**config.mk**
```make
export PLATFORM = sky130hd
export DESIGN_NAME = crc_quad_engine
export DESIGN_NICKNAME = d
export VERILOG_FILES = /design/src/rtl/crc_quad_pkg.sv /design/src/rtl/crc_nib_step.sv /design/src/rtl/crc_lane.sv /design/src/rtl/crc_seq_ctrl.sv /design/src/rtl/crc_word_buf.sv /design/src/rtl/crc_quad_engine.sv
export SDC_FILE = /design/constraint.sdc
export NUM_CORES = 1
export LEC_CHECK = 0
export BUFFER_PORTS_ARGS = -buffer_cell sky130_fd_sc_hd__buf_2
export CORE_UTILIZATION = 40
export DETAILED_ROUTE_END_ITERATION = 8
export GPL_TIMING_DRIVEN = 0
export PLACE_DENSITY_LB_ADDON = 0.15
export SYNTH_ARGS = -nofsm -noshare
export SYNTH_HDL_FRONTEND = slang
export SYNTH_SLANG_ARGS = --single-unit
```
**constraint.sdc**
```tcl
create_clock -name clk_i -period 1.81 [get_ports clk_i]
set_input_delay 0.362 -clock clk_i [delete_from_list [all_inputs] [get_ports clk_i]]
set_output_delay 0.362 -clock clk_i [all_outputs]
set_load 0.01 [all_outputs]
```
**src/rtl/crc_quad_pkg.sv**
```systemverilog
`timescale 1ns/1ps
package crc_quad_pkg;
  localparam int CRC_W  = 16;
  localparam int WORD_W = 32;
  localparam int NIB_W  = 4;
  localparam int NIBS   = WORD_W / NIB_W;

  typedef enum logic [1:0] {
    ST_IDLE = 2'd0,
    ST_RUN  = 2'd1,
    ST_HOLD = 2'd2
  } seq_state_e;
endpackage

```
**src/rtl/crc_nib_step.sv**
```systemverilog
`timescale 1ns/1ps
module crc_nib_step
  import crc_quad_pkg::*;
(
  input  logic [CRC_W-1:0] chk_i,
  input  logic [NIB_W-1:0] nib_i,
  output logic [CRC_W-1:0] chk_o
);
  logic [NIB_W-1:0] sum;

  always_comb begin
    sum   = chk_i[CRC_W-1 -: NIB_W] ^ nib_i;
    chk_o = {chk_i[CRC_W-NIB_W-1:0], {NIB_W{1'b0}}}
          ^ {sum, 12'h000}
          ^ {7'h00, sum, 5'h00}
          ^ {12'h000, sum};
  end
endmodule

```
**src/rtl/crc_lane.sv**
```systemverilog
`timescale 1ns/1ps
module crc_lane
  import crc_quad_pkg::*;
#(
  parameter int NIB_PER_CYC = 1,
  localparam int BITS_W = NIB_PER_CYC * NIB_W
) (
  input  logic [CRC_W-1:0]  chk_i,
  input  logic [BITS_W-1:0] bits_i,
  output logic [CRC_W-1:0]  chk_o
);
  logic [CRC_W-1:0] chain [NIB_PER_CYC+1];

  assign chain[0] = chk_i;

  for (genvar g = 0; g < NIB_PER_CYC; g++) begin : g_step
    // most significant nibble goes first
    crc_nib_step u_step (
      .chk_i (chain[g]),
      .nib_i (bits_i[BITS_W-1-g*NIB_W -: NIB_W]),
      .chk_o (chain[g+1])
    );
  end

  assign chk_o = chain[NIB_PER_CYC];
endmodule

```
**src/rtl/crc_seq_ctrl.sv**
```systemverilog
`timescale 1ns/1ps
module crc_seq_ctrl
  import crc_quad_pkg::*;
#(
  parameter int NIB_PER_CYC = 1,
  localparam int STEPS = NIBS / NIB_PER_CYC,
  localparam int CNT_W = (STEPS > 1) ? $clog2(STEPS) : 1
) (
  input  logic clk_i,
  input  logic rst_ni,
  input  logic clear_i,
  input  logic valid_i,
  input  logic last_i,
  output logic ready_o,
  output logic load_o,
  output logic step_o,
  output logic hold_o,
  output logic done_o
);
  seq_state_e       state_q;
  logic [CNT_W-1:0] cnt_q;
  logic             last_q;
  logic             final_step;

  assign ready_o    = (state_q == ST_IDLE);
  assign load_o     = ready_o && valid_i && !clear_i;
  assign step_o     = (state_q == ST_RUN) && !clear_i;
  assign hold_o     = (state_q == ST_HOLD);
  assign final_step = step_o && (cnt_q == CNT_W'(STEPS-1));

  always_ff @(posedge clk_i or negedge rst_ni) begin
    if (!rst_ni) begin
      state_q <= ST_IDLE;
      cnt_q   <= '0;
      last_q  <= 1'b0;
      done_o  <= 1'b0;
    end else if (clear_i) begin
      state_q <= ST_IDLE;
      cnt_q   <= '0;
      last_q  <= 1'b0;
      done_o  <= 1'b0;
    end else begin
      done_o <= final_step && last_q;
      unique case (state_q)
        ST_IDLE: if (load_o) begin
          state_q <= ST_RUN;
          cnt_q   <= '0;
          last_q  <= last_i;
        end
        ST_RUN: if (final_step) begin
          state_q <= last_q ? ST_HOLD : ST_IDLE;
          cnt_q   <= '0;
        end else begin
          cnt_q <= cnt_q + 1'b1;
        end
        ST_HOLD: state_q <= ST_HOLD;
        default: state_q <= ST_IDLE;
      endcase
    end
  end
endmodule

```
**src/rtl/crc_word_buf.sv**
```systemverilog
`timescale 1ns/1ps
module crc_word_buf
  import crc_quad_pkg::*;
#(
  parameter int NIB_PER_CYC = 1,
  localparam int BITS_W = NIB_PER_CYC * NIB_W
) (
  input  logic              clk_i,
  input  logic              rst_ni,
  input  logic              load_i,
  input  logic              step_i,
  input  logic [WORD_W-1:0] word_i,
  output logic [BITS_W-1:0] bits_o
);
  logic [WORD_W-1:0] buf_q;

  always_ff @(posedge clk_i or negedge rst_ni) begin
    if (!rst_ni)     buf_q <= '0;
    else if (load_i) buf_q <= word_i;
    else if (step_i) buf_q <= buf_q << BITS_W;
  end

  assign bits_o = buf_q[WORD_W-1 -: BITS_W];
endmodule

```
**src/rtl/crc_quad_engine.sv**
```systemverilog
`timescale 1ns/1ps
module crc_quad_engine
  import crc_quad_pkg::*;
#(
  parameter int NIB_PER_CYC = 1,
  localparam int BITS_W = NIB_PER_CYC * NIB_W
) (
  input  logic              clk_i,
  input  logic              rst_ni,
  input  logic              clear_i,
  input  logic              valid_i,
  input  logic              last_i,
  input  logic [WORD_W-1:0] word_i,
  output logic              ready_o,
  output logic [CRC_W-1:0]  crc_o,
  output logic              done_o
);
  logic              load_w, step_w, hold_w;
  logic [BITS_W-1:0] bits_w;
  logic [CRC_W-1:0]  chk_q, chk_nxt;

  crc_seq_ctrl #(.NIB_PER_CYC(NIB_PER_CYC)) u_ctrl (
    .clk_i   (clk_i),
    .rst_ni  (rst_ni),
    .clear_i (clear_i),
    .valid_i (valid_i),
    .last_i  (last_i),
    .ready_o (ready_o),
    .load_o  (load_w),
    .step_o  (step_w),
    .hold_o  (hold_w),
    .done_o  (done_o)
  );

  crc_word_buf #(.NIB_PER_CYC(NIB_PER_CYC)) u_buf (
    .clk_i  (clk_i),
    .rst_ni (rst_ni),
    .load_i (load_w),
    .step_i (step_w),
    .word_i (word_i),
    .bits_o (bits_w)
  );

  crc_lane #(.NIB_PER_CYC(NIB_PER_CYC)) u_lane (
    .chk_i  (chk_q),
    .bits_i (bits_w),
    .chk_o  (chk_nxt)
  );

  always_ff @(posedge clk_i or negedge rst_ni) begin
    if (!rst_ni)      chk_q <= '0;
    else if (clear_i) chk_q <= '0;
    else if (step_w)  chk_q <= chk_nxt;
  end

  assign crc_o = chk_q;
endmodule

```
# Word-level counts from Yosys, hierarchy flattened
# Index checks and enable logic that the tools add are counted.
# Widths: inputs -> output; s select.
# word_totals
reg_bits	55
inputBits	37
out_inout_bits	18
word_cells	48
# op_classes
addsub	1
eq_ne	5
n_mux	17
bitwise_logic	4
n_reduce_logical	15
# ops
op	n
$mux 32	2
$mux 16	2
$xor 16x16->16	1
$xor 16x4->16	1
$xor 16x9->16	1
$mux 3	3
$mux 2	4
$reduce_bool 2->1	4
$pmux 2 s3	1
$pmux 3 s2	1
$reduce_and 2->1	3
$logic_and 1x1->1	5
$mux 1	4
$xor 4x4->4	1
$add 3x1->3 const B	1
$eq 3x3->1 const B	1
$ne 3x2->1 const B	1
$ne 3x3->1 const B	1
$reduce_bool 3->1	1
$eq 2x1->1 const B	1
$eq 2x2->1 const B	1
$logic_not 2->1	1
$logic_not 1->1	1

# Depth between registers and ports, before layout
# Gate-level depths: netlist of run 1.
# depth
word_depth	6
depth_mapped	6
mapped_depth_nobuf	4

# Cells and area by module
# A second synthesis of run 1 with hierarchy kept.
# hier_totals
hier_cells	249
area_unflattened_um2	2835.2
# by_module_without_submodules
mod	n_inst	cells_per_inst	area_per_inst_um2	seq_area_each_um2
crc_word_buf	1	143	1521.5	800.8
crc_quad_engine	1	52	660.6	400.4
crc_seq_ctrl	1	38	397.9	175.2
crc_nib_step	1	16	255.2	0.0

# Least setup slack after synthesis of run 1
# No wires, ideal clock.
# synth_timing
kind	flip-flop to flip-flop
startpoint	register u_ctrl.state_q[0]
endpoint	register u_buf.buf_q[10]
t_arrival_ns	1.386
setup_slack_ns	0.306
path_stages_with_launch	6
path_buffers	2
synth_period_minus_slack_ns	1.504
path_cell_list	dfrtp_1 > buf_6 > nor4b_4 > nor2_4 > buf_6 > a21o_1
# synth_between
elab_chain_cells	4
elab_cells_between_ends	7
cone_classes	1 x eq/ne; 1 x mux; 5 x reduce/logical
# synth_lines
element	line_no	text
from (decl)	crc_seq_ctrl.sv:20	seq_state_e state_q;
from (signal assigned)	crc_seq_ctrl.sv:51	state_q <= last_q ? ST_HOLD : ST_IDLE;
$logic_not 2->1	crc_seq_ctrl.sv:25	assign ready_o = (state_q == ST_IDLE);
$logic_and 1x1->1 (2 in a row)	crc_seq_ctrl.sv:26	assign load_o = ready_o && valid_i && !clear_i;
$mux 32 or $reduce_bool 2->1 (tied branches)	-	
to (signal assigned)	crc_word_buf.sv:19	else if (load_i) buf_q <= word_i;
to (signal assigned)	crc_word_buf.sv:20	else if (step_i) buf_q <= buf_q << BITS_W;
to (decl)	crc_word_buf.sv:15	logic [WORD_W-1:0] buf_q;
# Several ways; a longest one is shown, not always the timed one.
# A chain may end at the register's enable or synchronous reset.

# Worst setup path in the final report of run 1
# layout_timing
startpoint	register u_ctrl.state_q[0]
endpoint	register u_buf.buf_q[5]
# Same word-level chain as after synthesis.

==> out/results.ini, run 1 <==
[detailed_routing]
wl_um = 5370
ant_nets = 0
vias_per_cell = 5.36
drcViolationCount = 0
vias = 1918
wire_per_inst_um = 15.0
drt_iter0_markers = 47
dr.pass1.iters = 3

[cts]
clockBufferDepth = 2
cts_root_buf = clkbuf_8
cts_max_level = 2
cts_tree = yes
cts_buffers = 5
clk_latency_ns = 0.31
clkTransAtPathRegs_ns = 0.09
numClockSinks = 55
cts_setup_buffers = 0
hold_buffers = 0
cts_resized = 0

[synth]
synth-seq-area-share_pct = 54.1
ys.flop_type = dfrtp_1
syn-num-nets = 260
yosysTopAreaCell = dfrtp_1
synth_cell_types = 29
ys_async_sr_fraction_pct = 100
yosysMostFrequentCell = dfrtp_1
syn_area_mm2 = 0.00254
synthTopCellsByCount = 55 x dfrtp_1, 30 x a22o_1, 24 x a21o_1, 18 x a21oi_1, 12 x nand2_1
avgSynthCellArea_um2 = 11.5
yosysWarnings = 0
synthCells = 221
synthTopCellsByArea = dfrtp_1 54%, a22o_1 10%, a21o_1 7.1%
yosys_register_bits = 55
synth_top_area_share_pct = 54.1
synth_edf_count = 0

[floorplan]
placementRows = 28
io_pins = 55
die_y_um = 81.7
core_mm2 = 0.00603
design.die.area_mm2 = 0.00668
start_util_pct = 42.2
chipWidth_um = 81.7

[sta]
slew_violations = 0
hold_viol_final = 0
skew_ns = 0.00668
worst_slew_pin_slew_ns = 0.695
grt_setup_unrepaired = false
period_needed_ns = 1.67
fmax_mhz = 598
max-slew-margin-rel_pct = 53.7
min_period_over_period_pct = 92.4
fin_setup_tns_ns = 0
setup_viol = 0

[critical_path]
cp.required_ns = 2.01
path_class = reg2reg
ff2ff_path_depth = 5
crit_path_max_fanout = 10
worstPathArrival_ns = 1.87
end_kind = flop
cp-start-kind = flop
worst-r2r-setup-slack_ns = 0.14

[place]
dp_hpwl_um = 3810
placed_cell_area_mm2 = 0.00291
io_buffers = 54
place_congestion = 0.741

[grt]
grt_pass1_wl_um = 8960
grtUsageTotal_pct = 18.1
grt_max_degree = 56
grt_pass1_vias = 1859
antenna_found_initial = 0
grt_overflow_total = 0

[cells_and_area]
fill_cells = 594
fin_area_mm2 = 0.00303
final_nets = 321
multi_input_area_mm2 = 0.00104
area_delta_synth_final_pct = 19.0
register_area_mm2 = 0.00138
diodes = 0
drive_gt1_share_pct = 27.9

[power_and_ir_drop]
ir_drop_mv = 0.477
power_density_mw_per_mm2 = 1030
p_leak_nw = 1.57

[run]
max_cap_violations = 0

[outcome]
status = finished, final reports clean

[worst_hold_path]
hold_path_class = in2async

-- routing by layer --
layer	vias to the layer above	wire length [µm]	global-route usage, %
met3	7	245	4.11
met5	-	0	0
met4	0	61	5.79
met1	939	2550	24.0
li1	929	-	-
met2	43	2520	29.3
-- layout make-up --
class                      instances  area share, %
buffer                            18           4.09
clock buffer                       6           2.73
clock inverter                     2           1.16
multi-input combinational        148           34.4
sequential                        55           45.5
tap                               75           3.10
timing repair buffer              54           9.01
-- report_power, final --
part	switching [W]	leakage (nW)	internal, W	total (W)
Clock	0.000392	0.0612	0.000448	0.000840
Combinational	0.000319	0.802	0.000339	0.000658
Sequential	0.000164	0.710	0.00146	0.00162
Total	0.000874	1.57	0.00224	0.00312
-- registers in the layout, indices dropped and copies added, names as in the netlist --
name / count
crc_o: 16
u_ctrl.last_q: 1
u_buf.buf_q: 32
u_ctrl.done_o: 1
u_ctrl.cnt_q: 3
u_ctrl.state_q: 2
-- worst max-delay path, cell delays in order, from the launching register on --
cell and delay, ns:
dfrtp_1 0.39, buf_6 0.14, nor4b_4 0.53, nor2_4 0.15, buf_6 0.18, a21o_1 0.18
-- stage by stage --
step / utilization, % / total power, W / hold slack [ns] / worst slack (ns) / instances
finish: 50.2 / 0.00312 / 0.0961 / 0.138 / 358
global route: 50.2 / 0.00331 / 0.153 / 0.00445 / 358
CTS: 50.2 / 0.00316 / 0.270 / 0.127 / 358
detailed placement: 48.2 / 0.00231 / 0.465 / 0.151 / 350
global placement: 48.2 / 0.00230 / 0.461 / 0.154 / 350
floorplan: - / 0.00207 / 0.0664 / 0.306 / 221
-- final timing paths --
kind | start | to
max in group asynchronous | rst_ni | u_buf.buf_q[4]$_DFFE_PN0P_
min | rst_ni | crc_o[9]$_DFFE_PN0P_
min in group clk_i | word_i[0] | u_buf.buf_q[0]$_DFFE_PN0P_
min reg2reg | u_buf.buf_q[19]$_DFFE_PN0P_ | u_buf.buf_q[19]$_DFFE_PN0P_
max | u_ctrl.state_q[0]$_DFFE_PN0P_ | u_buf.buf_q[5]$_DFFE_PN0P_
max reg2reg | u_ctrl.state_q[0]$_DFFE_PN0P_ | u_buf.buf_q[5]$_DFFE_PN0P_
-- cells by family after synthesis --
group                    count (synthesis)  synth area share, %
flip-flops                              55                 54.1
AO/OA/AOI/OAI                           83                 23.9
XOR/XNOR                                 8                 2.76
multiplexers                             1                0.443
AND/OR/NAND/NOR                         54                 12.9
adder cells (fa/ha/maj)                  2                0.984
buffers and inverters                   18                 4.87
-- layout by cell type (no fill, tap or decap), types with 5 or more instances in the layout --
cell	n
buf_2	56
dfrtp_1	55
a22o_1	30
a21o_1	24
a21oi_1	18
nand2_1	12
nor2_1	11
clkbuf_1	8
xnor2_1	8
buf_6	7
nand3_1	6
clkbuf_8	6
o21ai_0	5
Note: power is estimated with default switching activity, not from simulation.
==> inputs of run 2 (changes only) <==
ABC_AREA = 1   (was not set)
CORE_ASPECT_RATIO = 0.7   (was not set)
==> run 2 against run 1 <==
  * Fmax decreased by 3.8%
  * Register-to-register slack gained 0.26 ns
  * Non-clock buffer count is 5 higher
  * Power increased by 11%
  * Final cell count grew 34%
  * Synthesized cell count rose by 49%
  * Clock power down 23%
  * Area after synthesis grew 6.8%
  * Largest power group unchanged
==> out/results.ini, run 2 <==
[cts]
clkTransAtPathRegs_ns = 0.09  ; about the same
clk_latency_ns = 0.31  ; about the same
cts_max_level = 2  ; unchanged
cts_root_buf = clkbuf_8  ; unchanged
cts_setup_buffers = 0  ; unchanged
hold_buffers = 0  ; unchanged
cts_resized = 0  ; unchanged
numClockSinks = 55  ; unchanged
clockBufferDepth = 2  ; unchanged
cts_tree = yes  ; unchanged
cts_buffers = 5  ; unchanged

[cells_and_area]
instances_no_fill = 480  ; was 358
final_common_cell = nand2_1  ; was buf_2
final_nets = 429  ; was 321
mostFrequentLayoutCells = 83 x nand2_1, 77 x nand3_1, 64 x buf_2  ; was 56 x buf_2, 55 x dfrtp_1, 30 x a22o_1
largest_reg_flops = 32  ; unchanged
area_delta_synth_final_pct = 16.8  ; was 19.0%
drive_gt1_share_pct = 22.4  ; was 27.9%
top_register = u_buf.buf_q  ; unchanged
diodes = 0  ; unchanged

[critical_path]
r2r_start = u_ctrl.state_q[1]$_DFFE_PN0P_  ; was u_ctrl.state_q[0]$_DFFE_PN0P_
path_class = reg2out  ; was reg2reg
ff2ff_path_depth = 7  ; was 5
crit_buf_inv = 3  ; was 2
cp-start-kind = flop  ; unchanged
end_kind = output port  ; was flop
startpoint = u_ctrl.state_q[0]$_DFFE_PN0P_  ; unchanged
cp.required_ns = 1.45  ; was 2.01 ns
worstPathArrival_ns = 1.38  ; was 1.87 ns
crit_chain = buf_6, nor2_4, clkbuf_4, buf_2  ; was buf_6, nor4b_4, nor2_4, buf_6, a21o_1
crit_slowest_cell = dfrtp_1  ; was nor4b_4
r2r-end = u_buf.buf_q[16]$_DFFE_PN0P_  ; was u_buf.buf_q[5]$_DFFE_PN0P_
worst-r2r-setup-slack_ns = 0.40  ; was 0.14 ns
crit_path_max_fanout = 10  ; unchanged
crit_path_max_incr_delay_ns = 0.38  ; was 0.53 ns
crit_family = buffers and inverters  ; was simple AND/OR/NAND/NOR gates

[floorplan]
core_mm2 = 0.00640  ; was 0.00603 mm²
chipWidth_um = 100  ; was 81.7 µm
start_util_pct = 42.5  ; was 42.2%
placementRows = 24  ; was 28
design.die.area_mm2 = 0.00713  ; was 0.00668 mm²
die_y_um = 70.9  ; was 81.7 µm
io_pins = 55  ; unchanged

[outcome]
status = finished, final reports clean  ; unchanged

[synth]
yosysMostFrequentCell = nand2_1  ; was dfrtp_1
synthCells = 330  ; was 221
yosysTopAreaCell = dfrtp_1  ; unchanged
synth-seq-area-share_pct = 50.7  ; was 54.1%
synthTopCellsByArea = dfrtp_1 51%, nand3_1 14%, nand2_1 11%  ; was dfrtp_1 54%, a22o_1 10%, a21o_1 7.1%
synth_cell_types = 22  ; was 29
syn_area_mm2 = 0.00272  ; was 0.00254 mm²
yosysWarnings = 0  ; unchanged
syn-num-nets = 369  ; was 260
avgSynthCellArea_um2 = 8.23  ; was 11.5 µm²
synth_edf_count = 0  ; unchanged
synthTopCellsByCount = 83 x nand2_1, 77 x nand3_1, 55 x dfrtp_1, 32 x nand4_1, 29 x inv_1  ; was 55 x dfrtp_1, 30 x a22o_1, 24 x a21o_1, 18 x a21oi_1, 12 x nand2_1
ys_async_sr_fraction_pct = 100  ; unchanged
synth_top_area_share_pct = 50.7  ; was 54.1%
yosys_register_bits = 55  ; unchanged
ys.flop_type = dfrtp_1  ; unchanged

[grt]
grt_max_degree = 56  ; unchanged
antenna_found_initial = 0  ; unchanged
grt_pass1_wl_um = 11700  ; was 8960 µm
grt_pass1_vias = 2290  ; was 1859
grt_overflow_total = 0  ; unchanged
grtUsageTotal_pct = 21.2  ; was 18.1%

[place]
place_congestion = 0.843  ; was 0.741
dp_hpwl_um = 4990  ; was 3810 µm
io_buffers = 53  ; was 54
dp.cells = 474  ; was 350

[detailed_routing]
vias_per_cell = 5.13  ; was 5.36
vias = 2463  ; was 1918
wl_um = 7060  ; was 5370 µm
drt_iter0_markers = 147  ; was 47
wire_per_inst_um = 14.7  ; was 15.0 µm
drcViolationCount = 0  ; unchanged
ant_nets = 0  ; unchanged
dr.pass1.iters = 4  ; was 3

[power_and_ir_drop]
p_leak_nw = 1.67  ; was 1.57 nW
ir_drop_mv = 0.430  ; was 0.477 mV
power_density_mw_per_mm2 = 1090  ; was 1030 mW/mm²

[sta]
fmax_mhz = 575  ; was 598 MHz
max-slew-margin-rel_pct = 52.7  ; was 53.7%
setup_viol = 0  ; unchanged
period_needed_ns = 1.74  ; was 1.67 ns
slew_violations = 0  ; unchanged
fin_setup_tns_ns = 0  ; unchanged
grt_setup_unrepaired = false  ; unchanged
min_period_over_period_pct = 96.1  ; was 92.4%
worst_slew_pin_slew_ns = 0.710  ; was 0.695 ns
skew_ns = 0.00247  ; was 0.00668 ns
hold_viol_final = 0  ; unchanged

[run]
max_cap_violations = 0  ; unchanged

[worst_hold_path]
hold_path_class = in2async  ; unchanged

-- run 2: cell count changes in the layout (fill, tap and decap cells not counted), sizes merged, moves of 5 or more --
cell | previous run | this run
nor2 | 12 | 4
buf | 64 | 72
a21o | 24 | 0
nand4 | 0 | 32
nand2 | 12 | 85
a22o | 30 | 0
o21ai | 5 | 11
xnor2 | 8 | 0
nand3 | 6 | 79
inv | 0 | 31
o22ai | 0 | 5
a21oi | 18 | 0
-- run 2: worst max-delay path by stage --
stage | cells past startpoint | end
6_report | 4 | ready_o
5_1_grt | 4 | ready_o
4_1_cts | 4 | ready_o
3_5_place_dp | 1 | u_buf.buf_q[0]$_DFFE_PN0P_
3_3_place_gp | 1 | u_buf.buf_q[0]$_DFFE_PN0P_
2_1_floorplan | 3 | ready_o
-- run 2: logic make-up (layout without fill, tap and decap cells) --
logic type	Yosys count	count (layout)	share of synthesized area, %
AO/OA/AOI/OAI	16	16	3.18
adder cells (fa/ha/maj)	2	2	0.921
buffers and inverters	55	114	9.63
flip-flops	55	55	50.7
AND/OR/NAND/NOR	202	202	35.6
-- run 2: cell type report --
type	instances	area (µm²)
repair buffers	53	268
flip-flops and latches	55	1380
well taps	91	114
multi-input cells	220	1080
inverters	31	116
fillers	676	3220
plain buffers	24	148
clock buffers	6	72.6
-- run 2: routing by layer --
metal / vias up / GRT usage [%] / part of all wire, %
li1: 1226 / - / -
met3: 7 / 3.66 / 4.0
met5: - / 0 / 0
met2: 51 / 30.1 / 42
met1: 1179 / 33.8 / 53
met4: 0 / 4.35 / 0.86
-- run 2: power by group --
part | internal (W) | switching, W
Sequential | 0.00156 | 0.000221
Clock | 0.000260 | 0.000390
Combinational | 0.000391 | 0.000624
-- run 2: worst reg2reg max path, stage by stage (launching register included) --
cell and delay, ns:
dfrtp_1 0.44, inv_2 0.15, nand2_2 0.08, nor2_2 0.15
buf_6 0.18, buf_4 0.19, nand2_1 0.07, nand3_1 0.08
-- run 2: stage by stage --
| stage | instance area [µm²] | total power (W) | util [%] | hold slack, ns | worst slack, ns |
|---|---|---|---|---|---|
| finish | 3170 | 0.00345 | 49.6 | 0.100 | 0.0709 |
| global route | 3170 | 0.00369 | 49.6 | 0.171 | 0.00710 |
| CTS | 3170 | 0.00346 | 49.5 | 0.280 | 0.0334 |
| detailed placement | 3100 | 0.00282 | 48.4 | 0.481 | 0.290 |
| global placement | 3100 | 0.00278 | 48.4 | 0.476 | 0.292 |
| floorplan | 2720 | 0.00246 | - | 0.0664 | 0.615 |
==> inputs of run 3 (changes only) <==
PLACE_DENSITY_LB_ADDON = 0.2   (was 0.15)
clock period = 1.4 ns   (was 1.81 ns; I/O delays follow)
==> run 3 against run 2 <==
  * Via count rose by 1.9%
  * Die area did not move
  * Clock power rose by 35%
  * Critical path depth fell by 1
  * Clock-buffer cell count rose by 1
==> out/results.ini, run 3 (synthesis results as in run 2) <==
[cells_and_area]
top_register = u_buf.buf_q  ; unchanged
final_common_cell = nand2_1  ; unchanged
mostFrequentLayoutCells = 83 x nand2_1, 77 x nand3_1, 60 x buf_2  ; was 83 x nand2_1, 77 x nand3_1, 64 x buf_2
final_nets = 437  ; was 429
diodes = 0  ; unchanged
fin_util_pct = 51.6  ; was 49.6%
largest_reg_flops = 32  ; unchanged
fin_area_mm2 = 0.00330  ; was 0.00317 mm²
area_delta_synth_final_pct = 21.5  ; was 16.8%
fill_cells = 653  ; was 676
drive_gt1_share_pct = 24.3  ; was 22.4%

[power_and_ir_drop]
p_sw_share_pct = 35.7  ; was 35.8%
power.switching_w = 0.00164  ; was 0.00124 W
intPower_w = 0.00296  ; was 0.00221 W
power.share.clock_pct = 19.1  ; was 18.8%
combPwrFrac_pct = 30.7  ; was 29.5%
ir_drop_mv = 0.430  ; about the same
p_leak_nw = 1.72  ; was 1.67 nW
seq_power_share_pct = 50.3  ; was 51.7%
power_density_mw_per_mm2 = 1390  ; was 1090 mW/mm²
design_power_total_w = 0.00460  ; was 0.00345 W

[sta]
grt_setup_unrepaired = true  ; was false
setup_viol = 0  ; unchanged
skew_ns = 0.00676  ; was 0.00247 ns
max-slew-margin-rel_pct = 19.9  ; was 52.7%
worst_slew_pin_slew_ns = 1.20  ; was 0.710 ns
min_period_over_period_pct = 97.3
fmax_mhz = 734
slew_violations = 0  ; unchanged
period_needed_ns = 1.36
hold_viol_final = 0  ; unchanged
fin_setup_tns_ns = 0  ; unchanged
layout_setup_ws_ns = 0.0375  ; was 0.0709 ns

[grt]
grt_pass1_vias = 2338  ; was 2290
grt_pass1_wl_um = 11900  ; was 11700 µm
antenna_found_initial = 0  ; unchanged
grt_overflow_total = 0  ; unchanged
grt_max_degree = 56  ; unchanged
grtUsageTotal_pct = 21.6  ; was 21.2%

[floorplan]
die_y_um = 70.9  ; unchanged
start_util_pct = 42.5  ; unchanged
core_mm2 = 0.00640  ; unchanged
design.die.area_mm2 = 0.00713  ; unchanged
chipWidth_um = 100  ; unchanged
placementRows = 24  ; unchanged
io_pins = 55  ; unchanged

[cts]
cts_root_buf = clkbuf_8  ; unchanged
cts_tree = yes  ; unchanged
cts_max_level = 2  ; unchanged
hold_buffers = 0  ; unchanged
cts_buffers = 5  ; unchanged
clkTransAtPathRegs_ns = 0.10  ; was 0.09 ns
clk_latency_ns = 0.31  ; about the same
clockBufferDepth = 2  ; unchanged
numClockSinks = 55  ; unchanged

[detailed_routing]
ant_nets = 0  ; unchanged
wl_um = 7110  ; was 7060 µm
vias = 2509  ; was 2463
vias_per_cell = 5.12  ; was 5.13
wire_per_inst_um = 14.5  ; was 14.7 µm
drt_iter0_markers = 180  ; was 147
dr.pass1.iters = 4  ; unchanged
drcViolationCount = 0  ; unchanged

[place]
placed_cell_area_mm2 = 0.00310  ; unchanged
dp_hpwl_um = 4990  ; about the same
io_buffers = 53  ; unchanged
pre_cts_ws_ns = -0.000693  ; was 0.290 ns
place_congestion = 0.814  ; was 0.843

[critical_path]
cp.required_ns = 1.12  ; was 1.45 ns
cp-start-kind = flop  ; unchanged
r2r_start = u_ctrl.state_q[1]$_DFFE_PN0P_  ; unchanged
path_class = reg2out  ; unchanged
crit_path_max_fanout = 2  ; was 10
end_kind = output port  ; unchanged
ff2ff_path_depth = 7  ; unchanged
critPathCapture = ready_o  ; unchanged
worst-r2r-setup-slack_ns = 0.08  ; was 0.40 ns
worstPathArrival_ns = 1.08  ; was 1.38 ns
r2r-end = crc_o[6]$_DFFE_PN0P_  ; was u_buf.buf_q[16]$_DFFE_PN0P_
startpoint = u_ctrl.state_q[0]$_DFFE_PN0P_  ; unchanged

[run]
max_cap_violations = 0  ; unchanged

[outcome]
status = finished, final reports clean  ; unchanged

[worst_hold_path]
hold_path_class = in2reg  ; was in2async

run 3: power groups by stage:
stage          clock [W]  sequential [W]  combinational (W)
2_1_floorplan          0         0.00229           0.000893
3_3_place_gp           0         0.00233            0.00127
3_5_place_dp           0         0.00234            0.00130
4_1_cts         0.000889         0.00231            0.00136
5_1_grt         0.000953         0.00237            0.00161
6_report        0.000878         0.00231            0.00141
run 3: final cells by class:
type                       count  area, µm²  area share [%]
clock inverter                 1       5.00           0.152
clock buffer                   7       76.3            2.31
tap                           91        114            3.45
multi-input combinational    220       1100            33.2
buffer                        23        161            4.89
sequential                    55       1380            41.7
inverter                      31        120            3.64
timing repair buffer          62        352            10.7
run 3: how the worst min path moves through the flow:
stage,start,to,slack [ns],depth (start not counted)
after floorplan,rst_ni,crc_o[0]$_DFFE_PN0P_,-0.02,0
after global placement,u_ctrl.cnt_q[0]$_DFFE_PN0P_,u_ctrl.cnt_q[0]$_DFFE_PN0P_,0.47,1
after detailed placement,u_buf.buf_q[24]$_DFFE_PN0P_,u_buf.buf_q[28]$_DFFE_PN0P_,0.48,2
after CTS,word_i[0],u_buf.buf_q[0]$_DFFE_PN0P_,0.19,3
after global routing,word_i[2],u_buf.buf_q[2]$_DFFE_PN0P_,0.18,3
final,word_i[0],u_buf.buf_q[0]$_DFFE_PN0P_,0.19,3
run 3: what timing repair did:
item                       4_1_cts  5_1_grt
setup endpoints to repair        1       45
pin swaps                        1        2
buffers inserted                 4        5
gates resized for setup          3       15
run 3: metal layers:
| layer | track usage [%] | wire length [µm] |
|---|---|---|
| met1 | 34.4 | 3550 |
| met4 | 5.31 | 63 |
| met3 | 4.55 | 414 |
| met5 | 0 | 0 |
| met2 | 29.6 | 3090 |
run 3: critical path, stage by stage, from the launching register on:
cell     delay, ns
dfrtp_1       0.43
nor2_4        0.14
buf_6         0.11
buf_6         0.09
run 3: metrics by stage:
stage                     hold slack, ns  cells
final                              0.192    490
after global routing               0.185    490
after CTS                          0.186    486
after detailed placement           0.483    474
after global placement             0.474    474
after floorplan                  -0.0156    330
